<file path="src/rtl/wdog_keyed.sv">
module wdog_keyed #(
  parameter int DW    = 32,
  parameter int CNT_W = 16,
  parameter int PRE_W = 16
) (
  input  logic          clk,
  input  logic          rst_n,
  input  logic [2:0]    bus_addr,
  input  logic          bus_wr,
  input  logic [DW-1:0] bus_wdata,
  output logic [DW-1:0] bus_rdata,
  output logic          wdog_rst_req
);

  localparam logic [15:0] KICK_K1 = 16'h5555, KICK_K2 = 16'hAAAA;
  localparam logic [15:0] RLD_K1  = 16'h6666, RLD_K2  = 16'hBBBB;
  localparam logic [15:0] ONF_K1  = 16'h7777, ONF_K2  = 16'hCCCC, ONF_K3 = 16'hDDDD;
  localparam logic [15:0] PRE_K1  = 16'h5A5A, PRE_K2  = 16'hA5A5;
  localparam logic [1:0]  OPEN    = 2'b11;

  logic [1:0]       lk_kick, lk_rld, lk_onf, lk_pre;
  logic [CNT_W-1:0] rld_reg, cnt;
  logic [PRE_W-1:0] pre_reg, pre_act, pcnt;
  logic             en, req;

  function automatic logic is_key(input logic [DW-1:0] d, input logic [15:0] k);
    return d == {{(DW-16){1'b0}}, k};
  endfunction

  function automatic logic [1:0] step2(input logic [1:0] st, input logic [DW-1:0] d,
                                       input logic [15:0] k1, input logic [15:0] k2);
    if (is_key(d, k1))                     return 2'b01;
    else if (st == 2'b01 && is_key(d, k2)) return 2'b11;
    else                                   return 2'b00;
  endfunction

  function automatic logic [1:0] step3(input logic [1:0] st, input logic [DW-1:0] d);
    if (is_key(d, ONF_K1))                     return 2'b01;
    else if (st == 2'b01 && is_key(d, ONF_K2)) return 2'b10;
    else if (st == 2'b10 && is_key(d, ONF_K3)) return 2'b11;
    else                                       return 2'b00;
  endfunction

  wire [7:0] sel = bus_wr ? (8'd1 << bus_addr) : 8'd0;

  wire acc_kick = sel[1] && lk_kick == OPEN;
  wire acc_rld  = sel[3] && lk_rld  == OPEN;
  wire acc_onf  = sel[5] && lk_onf  == OPEN;
  wire acc_pre  = sel[7] && lk_pre  == OPEN;

  wire reload = (acc_kick || acc_onf) && bus_wdata[0];
  wire tick   = pcnt == pre_act;

  always_ff @(posedge clk or negedge rst_n) begin
    if (!rst_n) begin
      lk_kick <= '0;
      lk_rld  <= '0;
      lk_onf  <= '0;
      lk_pre  <= '0;
    end else begin
      if (sel[0])        lk_kick <= step2(lk_kick, bus_wdata, KICK_K1, KICK_K2);
      else if (acc_kick) lk_kick <= '0;
      if (sel[2])        lk_rld  <= step2(lk_rld, bus_wdata, RLD_K1, RLD_K2);
      else if (acc_rld)  lk_rld  <= '0;
      if (sel[4])        lk_onf  <= step3(lk_onf, bus_wdata);
      else if (acc_onf)  lk_onf  <= '0;
      if (sel[6])        lk_pre  <= step2(lk_pre, bus_wdata, PRE_K1, PRE_K2);
      else if (acc_pre)  lk_pre  <= '0;
    end
  end

  always_ff @(posedge clk or negedge rst_n) begin
    if (!rst_n) begin
      rld_reg <= '1;
      pre_reg <= '0;
      pre_act <= '0;
      en      <= 1'b0;
      cnt     <= '0;
      pcnt    <= '0;
      req     <= 1'b0;
    end else begin
      req <= 1'b0;
      if (acc_rld) rld_reg <= bus_wdata[CNT_W-1:0];
      if (acc_pre) pre_reg <= bus_wdata[PRE_W-1:0];
      if (acc_onf) en      <= bus_wdata[0];
      if (reload) begin
        cnt     <= rld_reg;
        pre_act <= pre_reg;
        pcnt    <= '0;
      end else if (en && cnt != '0) begin
        if (tick) begin
          pcnt <= '0;
          cnt  <= cnt - 1'b1;
          req  <= cnt == CNT_W'(1);
        end else begin
          pcnt <= pcnt + 1'b1;
        end
      end
    end
  end

  always_comb begin
    bus_rdata = '0;
    case (bus_addr)
      3'd0: bus_rdata[1:0]       = lk_kick;
      3'd2: bus_rdata[1:0]       = lk_rld;
      3'd3: bus_rdata[CNT_W-1:0] = rld_reg;
      3'd4: bus_rdata[1:0]       = lk_onf;
      3'd5: bus_rdata[0]         = en;
      3'd6: bus_rdata[1:0]       = lk_pre;
      3'd7: bus_rdata[PRE_W-1:0] = pre_reg;
      default: bus_rdata = '0;
    endcase
  end

  assign wdog_rst_req = req;

endmodule


</file>
<file path="config.mk">
export PLATFORM = sky130hd
export DESIGN_NAME = wdog_keyed
export DESIGN_NICKNAME = d
export VERILOG_FILES = /design/src/rtl/wdog_keyed.sv
export SDC_FILE = /design/constraint.sdc
export NUM_CORES = 1
export LEC_CHECK = 0
export ABC_AREA = 1
export BUFFER_PORTS_ARGS = -buffer_cell sky130_fd_sc_hd__buf_2
export CORE_MARGIN = 8
export CORE_UTILIZATION = 63
export CTS_CLUSTER_DIAMETER = 50
export DETAILED_ROUTE_END_ITERATION = 10
export PLACE_DENSITY = 0.88
export SYNTH_ARGS = -nofsm -noshare
export SYNTH_HDL_FRONTEND = slang
export SYNTH_SLANG_ARGS = --single-unit
</file>
<file path="constraint.sdc">
create_clock -name clk -period 4.7 [get_ports clk]
set_clock_uncertainty 0.2 [all_clocks]
set_input_delay 0.94 -clock clk [delete_from_list [all_inputs] [get_ports clk]]
set_output_delay 0.94 -clock clk [all_outputs]
set_load 0.02 [all_outputs]
</file>
==> results.yml, run 1 <==
yosys:
  synth_area_um2: 5690
  synth_top_area_frac: 0.3254
  synthTopCellsByArea: "dfrtp_1, nand2_1, dfstp_2"
  yosysWarnings: 0
  ys_types: 35
  ys_seq_area_frac: 0.3993
  synthFlopType: "dfrtp_1"
  synth_largest_area_cell: "dfrtp_1"
  netlist_instances: 844
  synth-seq-cells: 90
  async_reset_ff_frac: 1.000
  synth_area_per_cell_um2: 6.742
  synth_edf_count: 0
critical_path:
  crit_type: "input port to output pin"
  cpPeakStageDelay_ns: 0.62
  cp_slowest_cell: "nor2_2"
  cp-startpoint: "bus_addr[0]"
  critPathBufInv: 2
  cpMostUsedCell: "buf_2"
  worst_r2r_startpoint: "cnt[0]"
  critical_path_required_ns: 3.56
  path_cells: "buf_2 -> nand2_1 -> nor2_2 -> a22oi_1 -> o2111ai_1 -> buf_2"
  crit_family: "simple AND/OR/NAND/NOR gates"
  setup.worst_path.end_class: "output pin"
  cp.arrival_ns: 2.31
  startpoint_type: "input port"
  path_max_fanout: 17
layout:
  area_growth_pct: 7.322
  antenna_cells: 0
  layout.nets: 927
  final_core_util: 0.6969
  final_cells: 999
  drive_gt1_frac: 0.1156
detailed_routing:
  routed_wl_mm: 15.57
  drc: 0
  ant_nets: 0
  drt_first_pass_iters: 5
  vias: 5606
  first_iter_violations: 411
  wire_per_inst_um: 15.58
  viasPerCell: 5.612
clock_network:
  ctsResizeCount: 0
  worstSkewPairLatency_ns: 0.36
  cts-root-buf: "clkbuf_8"
  htreeDepth: 3
  holdBufCountCts: 0
  cts_tree: "yes"
  postCtsSetupRepairBufs: 0
  path_clk_slew_ns: 0.09
  clockBufferDepth: 2
  numCtsBuffers: 9
  cts.sinks: 90
die:
  core-area_um2: 8763
  die_y_um: 111.0
  start_util: 0.6493
  rows: 34
  die_width_um: 111.0
  io_pins: 71
  dieArea_um2: 12330
global_routing:
  grt_usage: 0.2532
  grt-ovfl-total: 0
  grt_max_degree: 61
  grt_pass1_wl_mm: 25.85
  grt_pass1_vias: 5415
  antenna_found_initial: 0
placed_design:
  place.port_buffers: 54
  dpl.cell_count: 983
  hpwl_mm: 11.64
  gp_congestion: 0.9738
run_status:
  outcome: "completed"
timing:
  fmax_ghz: 0.2895
  finalMaxSlewViolations: 0
  setup_tns_ns: 0
  worstMarginPinSlew_ns: 0.8083
  finalHoldViolCount: 0
  period_minus_slack_ns: 3.454
  period_share: 0.7349
  finalSetupViolCount: 0
  holdWs_ns: 0.2952
  rsz0062_at_grt: "no"
  slew_headroom: 0.4605
hold_path:
  hp-start: "rld_reg[1]"
  min_path_type: "register to register"
power:
  p_clk_frac: 0.338
  combPwrFrac: 0.126
  cellPowerDensity_nw_per_um2: 253.1
  power.net_switching_mw: 0.4496
  intPower_mw: 1.096
  peakVddDrop_mv: 0.1552
  p_leak_nw: 3.235
  switching_share: 0.2909
  p_seq_frac: 0.536
  total_power_mw: 1.546
flow_run:
  maxCapViolations: 0
metal layers:
metal	track usage	part of all wire
met5	0	0
met1	0.3282	0.44
met4	0.1271	0.036
met3	0.04545	0.068
met2	0.3979	0.46
worst reg2reg max path: cells and delay by family, from the launching register on:
| family | cells | cell delay [ns] |
|---|---|---|
| and+or+nand+nor | 6 | 0.98 |
| buffers and inverters | 2 | 0.49 |
| DFF | 1 | 0.44 |
| adders and majority gates | 1 | 0.22 |
| AOI/OAI and AO/OA | 1 | 0.09 |
area by class of cell:
| class | instances | area, µm² |
|---|---|---|
| fill | 747 | 2656 |
| clock inverter | 5 | 55.05 |
| clock buffer | 11 | 131.4 |
| sequential | 90 | 2272 |
| tap | 108 | 135.1 |
| timing repair buffer | 57 | 295.3 |
| multi-input combinational | 626 | 2835 |
| inverter | 102 | 382.9 |
kinds of logic (layout without fill, tap and decap cells):
logic type | count (synthesis) | in the layout | share of synthesized area
adders and majority gates | 3 | 3 | 0.006597
buffers and inverters | 143 | 175 | 0.1124
and+or+nand+nor | 504 | 504 | 0.3747
DFF | 90 | 90 | 0.3993
xor gates and xnor gates | 9 | 9 | 0.01385
other | 1 | 16 | 0.0006590
AOI/OAI and AO/OA | 94 | 94 | 0.09257
synthesized netlist by cell type, drive strengths merged (3+ instances only):
master / instances
buf: 29
nand3b: 3
a21oi: 3
nand2: 308
a22o: 10
ha: 3
dfrtp: 74
clkbuf: 12
inv: 102
dfstp: 16
nor2: 93
nand3: 52
nand4: 35
o21ai: 75
nor4: 3
xor2: 9
nor3: 6
placed cells by master, fill, tap and decap left out, types with 4 or more instances in the layout:
master / synthesis / layout
a22o_1: 10 / 10
nor2_1: 90 / 90
nor3_1: 6 / 6
nand2_4: 4 / 4
buf_2: 6 / 53
dfrtp_1: 74 / 74
inv_1: 97 / 97
conb_1: 1 / 16
nand3_1: 52 / 52
o21ai_1: 8 / 8
nand4_1: 34 / 34
inv_2: 5 / 5
dfstp_2: 16 / 16
o21ai_0: 66 / 66
clkbuf_8: 0 / 9
buf_4: 21 / 4
xor2_1: 9 / 9
nand2_1: 302 / 302
through the flow:
stage	area, µm²	setup WS (ns)
6_report	6107	1.246
5_1_grt	6107	1.146
4_1_cts	6107	1.228
3_5_place_dp	5921	1.244
3_3_place_gp	5921	1.309
2_1_floorplan	5747	1.755
path summary, 6_finish.rpt:
path                                      to  slack, ns  cells past startpoint
worst max-delay path            bus_rdata[0]       1.25                      6
worst min-delay path              rld_reg[1]       0.30                      2
worst min register to register    rld_reg[1]       0.30                      2
min in group asynchronous             cnt[6]       0.43                      1
worst max register to register      pcnt[14]       2.20                     10
max in group asynchronous        rld_reg[13]       2.92                      2
power groups by stage:
stage          sequential (mW)  clock, mW  combinational (mW)
6_report                 0.829      0.522               0.195
5_1_grt                  0.834      0.558               0.221
4_1_cts                  0.827      0.525               0.194
3_5_place_dp             0.842          0               0.191
3_3_place_gp             0.840          0               0.185
2_1_floorplan            0.824          0               0.148
Note: power is estimated with default switching activity, not from simulation.
==> inputs of run 2 (changes only) <==
Settings changed: CORE_UTILIZATION 63 to 53, PLACE_DENSITY 0.88 to 0.79.
Clock period 4.7 ns to 3.1 ns, I/O delays scaled along.
==> results.yml, run 2 (synthesis results as in run 1) <==
run_status:
  outcome: "completed"
clock_network:
  holdBufCountCts: 0
  cts_tree: "yes"
  numCtsBuffers: 9
  htreeDepth: 3
  cts-root-buf: "clkbuf_8"
  clockBufferDepth: 2
  path_clk_slew_ns: 0.09
  ctsResizeCount: 0
  postCtsSetupRepairBufs: 0
  cts.sinks: 90
  worstSkewPairLatency_ns: 0.38
flow_run:
  maxCapViolations: 0
detailed_routing:
  viasPerCell: 5.357
  drc: 0
  routed_wl_mm: 15.74
  ant_nets: 0
  vias: 5566
  wire_per_inst_um: 15.15
  drt_first_pass_iters: 5
  first_iter_violations: 531
timing:
  worstMarginPinSlew_ns: 1.164
  slew_headroom: 0.2242
  finalHoldViolCount: 0
  finalSetupViolCount: 0
  finalMaxSlewViolations: 0
  fmax_ghz: 0.3867
  period_share: 0.8342
  setup_tns_ns: 0
  period_minus_slack_ns: 2.586
  rsz0062_at_grt: "no"
global_routing:
  antenna_found_initial: 0
  grt_pass1_wl_mm: 26.23
  grt_usage: 0.2252
  grt-ovfl-total: 0
  grt_pass1_vias: 5294
  grt_max_degree: 49
critical_path:
  cp_slowest_cell: "inv_1"
  reg2regPathDepth: 8
  r2r_slack_ns: 0.68
  path_cells: "buf_2 -> inv_2 -> nand3_1 -> inv_1 -> a22o_1 -> buf_2"
  worst_r2r_startpoint: "lk_kick[1]"
  startpoint_type: "input port"
  path_max_fanout: 11
  reg2reg_to: "cnt[15]"
  crit_type: "input port to output pin"
  cpPeakStageDelay_ns: 0.36
  critical_path_required_ns: 2.28
  setup.worst_path.end_class: "output pin"
  crit_family: "buffers and inverters"
  cpMostUsedCell: "buf_2"
  critPathBufInv: 4
  cp.arrival_ns: 1.77
layout:
  layout.nets: 935
  layout_common_cells: "nand2_1, inv_1, nor2_1"
  layout_commonest_cell: "nand2_1"
  multiInputGateArea_um2: 2835
  nFillCells: 1018
  antenna_cells: 0
  ff_latch_area_um2: 2272
  drive_gt1_frac: 0.1246
  area_growth_pct: 9.213
power:
  cellPowerDensity_nw_per_um2: 373.9
  p_clk_frac: 0.329
  total_power_mw: 2.323
  power.net_switching_mw: 0.6905
  peakVddDrop_mv: 0.1962
  p_seq_frac: 0.540
  combPwrFrac: 0.131
  switching_share: 0.2972
  p_leak_nw: 3.280
  intPower_mw: 1.633
die:
  rows: 38
  die_width_um: 119.6
  io_pins: 71
  core-area_um2: 10650
  die_y_um: 119.6
  dieArea_um2: 14310
  start_util: 0.5343
placed_design:
  place.port_buffers: 54
  gp_congestion: 0.9355
  hpwl_mm: 11.87
hold_path:
  min_path_type: "input port to asynchronous set/reset pin"
==> run 2: area by class of cell <==
class                           instances  share of cell area
Inverter                              102             0.06161
Multi-Input combinational cell        626              0.4562
Clock buffer                           12             0.02496
Timing Repair Buffer                   65             0.05919
Tap cell                              140             0.02819
Sequential cell                        90              0.3656
Clock inverter                          4            0.004228
==> run 2: how the worst max path moves through the flow <==
stage	from	to	slack, ns	cells past startpoint
2_1_floorplan	bus_addr[2]	bus_rdata[4]	0.79	5
3_3_place_gp	bus_addr[1]	pcnt[0]	0.40	9
3_5_place_dp	bus_addr[1]	pcnt[14]	0.33	9
4_1_cts	bus_addr[2]	bus_rdata[15]	0.55	6
5_1_grt	bus_addr[2]	bus_rdata[15]	0.45	6
6_report	bus_addr[2]	bus_rdata[15]	0.51	6
==> run 2: worst register-to-register path, stage by stage, from the launching register on <==
cell     delay [ns]
dfrtp_1        0.41
nand2_1        0.07
nor2_1         0.13
nand2_1        0.13
o21ai_2        0.90
nand2_1        0.24
nand2_1        0.14
nand3_1        0.08
nand2_1        0.07
==> run 2: through the flow <==
step | cell area [µm²] | hold slack, ns | cells | setup WS, ns | util
final | 6215 | 0.06702 | 1039 | 0.5139 | 0.5835
after floorplan | 5747 | 0.1244 | 859 | 0.7949 | -
after CTS | 6215 | 0.07227 | 1039 | 0.5477 | 0.5835
after detailed placement | 6033 | 0.2826 | 1023 | 0.3298 | 0.5665
after global placement | 6033 | 0.2782 | 1023 | 0.3967 | 0.5665
after global routing | 6215 | 0.1123 | 1039 | 0.4477 | 0.5835
==> run 2: power groups by stage <==
stage	clock, mW	sequential, mW	combinational (mW)
finish	0.766	1.25	0.303
global route	0.812	1.26	0.351
CTS	0.776	1.25	0.302
detailed placement	0	1.27	0.300
global placement	0	1.27	0.294
floorplan	0	1.25	0.225
==> run 2: routing by layer <==
layer / up-vias / wire (µm) / track usage
met5: - / 0 / 0
met1: 2570 / 7000 / 0.2923
met4: 0 / 385 / 0.09680
li1: 2756 / - / -
met3: 26 / 1061 / 0.04227
met2: 214 / 7294 / 0.3612
==> inputs of run 3 (changes only) <==
Settings changed: ABC_AREA 1 to 0, CORE_UTILIZATION 53 to 58, PLACE_DENSITY 0.79 to 0.83.
Clock period 3.1 ns to 2.49 ns, I/O delays scaled along.
==> results.yml, run 3 <==
run_status:
  outcome: "completed"
detailed_routing:
  wire_per_inst_um: 17.81
  first_iter_violations: 278
  vias: 4120
  drt_first_pass_iters: 4
  drc: 0
  routed_wl_mm: 12.47
  ant_nets: 0
  viasPerCell: 5.886
yosys:
  synth_area_um2: 5075
  synthTopCellsByArea: "dfrtp_1, dfstp_2, mux2_2"
  synth_largest_area_cell: "dfrtp_1"
  synth_commonest_cells: "nand2_1, dfrtp_1, nor2_1, mux2_2, xor2_1"
  yosysWarnings: 0
  ys_seq_area_frac: 0.4477
  synth_area_per_cell_um2: 9.893
  ys_types: 63
  netlist_instances: 513
  synthFlopType: "dfrtp_1"
  synth_edf_count: 0
  async_reset_ff_frac: 1.000
  synth.most_common_cell: "nand2_1"
  synth-seq-cells: 90
  synth_top_area_frac: 0.3649
power:
  peakVddDrop_mv: 0.3132
  cellPowerDensity_nw_per_um2: 452.2
  total_power_mw: 2.640
  p_leak_nw: 2.640
critical_path:
  cp_slowest_cell: "dfrtp_1"
  reg2regPathDepth: 7
  setup.worst_path.end_class: "output pin"
  path_max_fanout: 2
  cp.arrival_ns: 1.75
  crit_type: "register to output pin"
  critical_path_required_ns: 1.79
  startpoint_type: "register"
  cpPeakStageDelay_ns: 0.40
  path_cells: "mux2_4 -> mux2_2 -> a32oi_1 -> o21ai_1 -> buf_4"
die:
  die_y_um: 109.5
  rows: 34
  die_width_um: 109.5
  core-area_um2: 8593
  io_pins: 71
  dieArea_um2: 12000
  start_util: 0.5906
layout:
  layout_common_cells: "nand2_1, dfrtp_1, buf_2"
  area_growth_pct: 15.04
  layout.nets: 628
  nFillCells: 658
  drive_gt1_frac: 0.3057
  layout_commonest_cell: "nand2_1"
  antenna_cells: 0
clock_network:
  cts_tree: "yes"
  worstSkewPairLatency_ns: 0.36
  htreeDepth: 3
  cts-root-buf: "clkbuf_8"
  cts.sinks: 90
  path_clk_slew_ns: 0.09
  numCtsBuffers: 9
  clockBufferDepth: 2
placed_design:
  place.port_buffers: 54
  hpwl_mm: 9.323
  gp_congestion: 0.9161
  dp_slack_ns: -0.04066
timing:
  fmax_ghz: 0.4089
  finalHoldViolCount: 0
  period_minus_slack_ns: 2.446
  rsz0062_at_grt: "yes"
  finalMaxSlewViolations: 0
  setup_ws_ns: 0.04443
  slew_headroom: 0.6635
  worstMarginPinSlew_ns: 0.5035
  finalSetupViolCount: 0
  period_share: 0.9822
global_routing:
  antenna_found_initial: 0
  grt-ovfl-total: 0
  grt_max_degree: 31
  grt_pass1_wl_mm: 20.48
  grt_usage: 0.2186
  grt_pass1_vias: 4234
hold_path:
  min_path_type: "input port to register"
  min_path_cells: 2
flow_run:
  maxCapViolations: 0
-- run 3: changes by cell type in the layout (fill, tap and decap cells not counted), moves of 36 or more --
cell	change
nor2_1	-50
nand2_1	-219
mux2_2	+36
inv_1	-94
nand3_1	-36
o21ai_0	-62
-- run 3: path summary, 6_finish.rpt --
path,start,to,slack [ns]
max,pre_reg[0],bus_rdata[0],0.04
min,bus_wdata[11],pre_reg[11],0.22
max reg2reg,cnt[12],pcnt[15],0.09
min reg2reg,rld_reg[10],cnt[10],0.31
max in group asynchronous,rst_n,rld_reg[3],1.05
min in group asynchronous,rst_n,pre_reg[12],0.39
-- run 3: report_power, final --
part | internal [mW] | switching (mW)
sequential | 1.46 | 0.0000000000482
clock | 0.475 | 0.548
combinational | 0.0473 | 0.109
-- run 3: logic make-up (layout without fill, tap and decap cells) --
family,Yosys count,after routing,synth area share
xor+xnor,42,42,0.07248
mux,52,52,0.1117
fa+ha+maj,3,3,0.007397
simple gates,229,229,0.2377
buf+inv,43,107,0.04980
compound gates,53,53,0.07248
other cells,1,16,0.0007389
flops,90,90,0.4477
-- run 3: worst max-delay path, delay by kind of cell (launching register included) --
| kind | cells | cell delay [ns] |
|---|---|---|
| flip-flops | 1 | 0.40 |
| multiplexers | 2 | 0.54 |
| buffers and inverters | 1 | 0.16 |
| AO/OA/AOI/OAI | 2 | 0.29 |
-- run 3: area by class of cell --
cell class                 instances  area (µm²)  share of cell area
inverter                           3       11.26            0.001929
clock buffer                       9       123.9             0.02122
tap                              108       135.1             0.02315
timing repair buffer              88       555.5             0.09516
clock inverter                     7       77.57             0.01329
multi-input combinational        395        2661              0.4559
sequential                        90        2273              0.3894
-- run 3: layer usage --
metal	up-vias	GRT usage	wire [µm]
li1	1923	-	-
met1	2009	0.2807	5401
met2	165	0.3475	5976
met3	23	0.04455	769
met4	0	0.1032	317
met5	-	0	0
-- run 3: through the flow --
step           area (µm²)  std cells    util  hold WS [ns]  TNS [ns]
2_1_floorplan        5131        528       -      0.002409         0
6_report             5838        700  0.6794        0.2170         0
3_5_place_dp         5554        681  0.6463        0.2341  -0.04066
3_3_place_gp         5554        681  0.6463        0.2336         0
4_1_cts              5773        699  0.6718        0.2102         0
5_1_grt              5838        700  0.6794        0.2261   -0.1523
-- run 3: what timing repair did --
item | CTS | global route
hold endpoints to repair | 17 | 0
gates resized for setup | 0 | 14
endpoints found under the setup margin | 1 | 27
hold buffers | 1 | 0
setup buffers | 1 | 1
pin swaps | 0 | 2
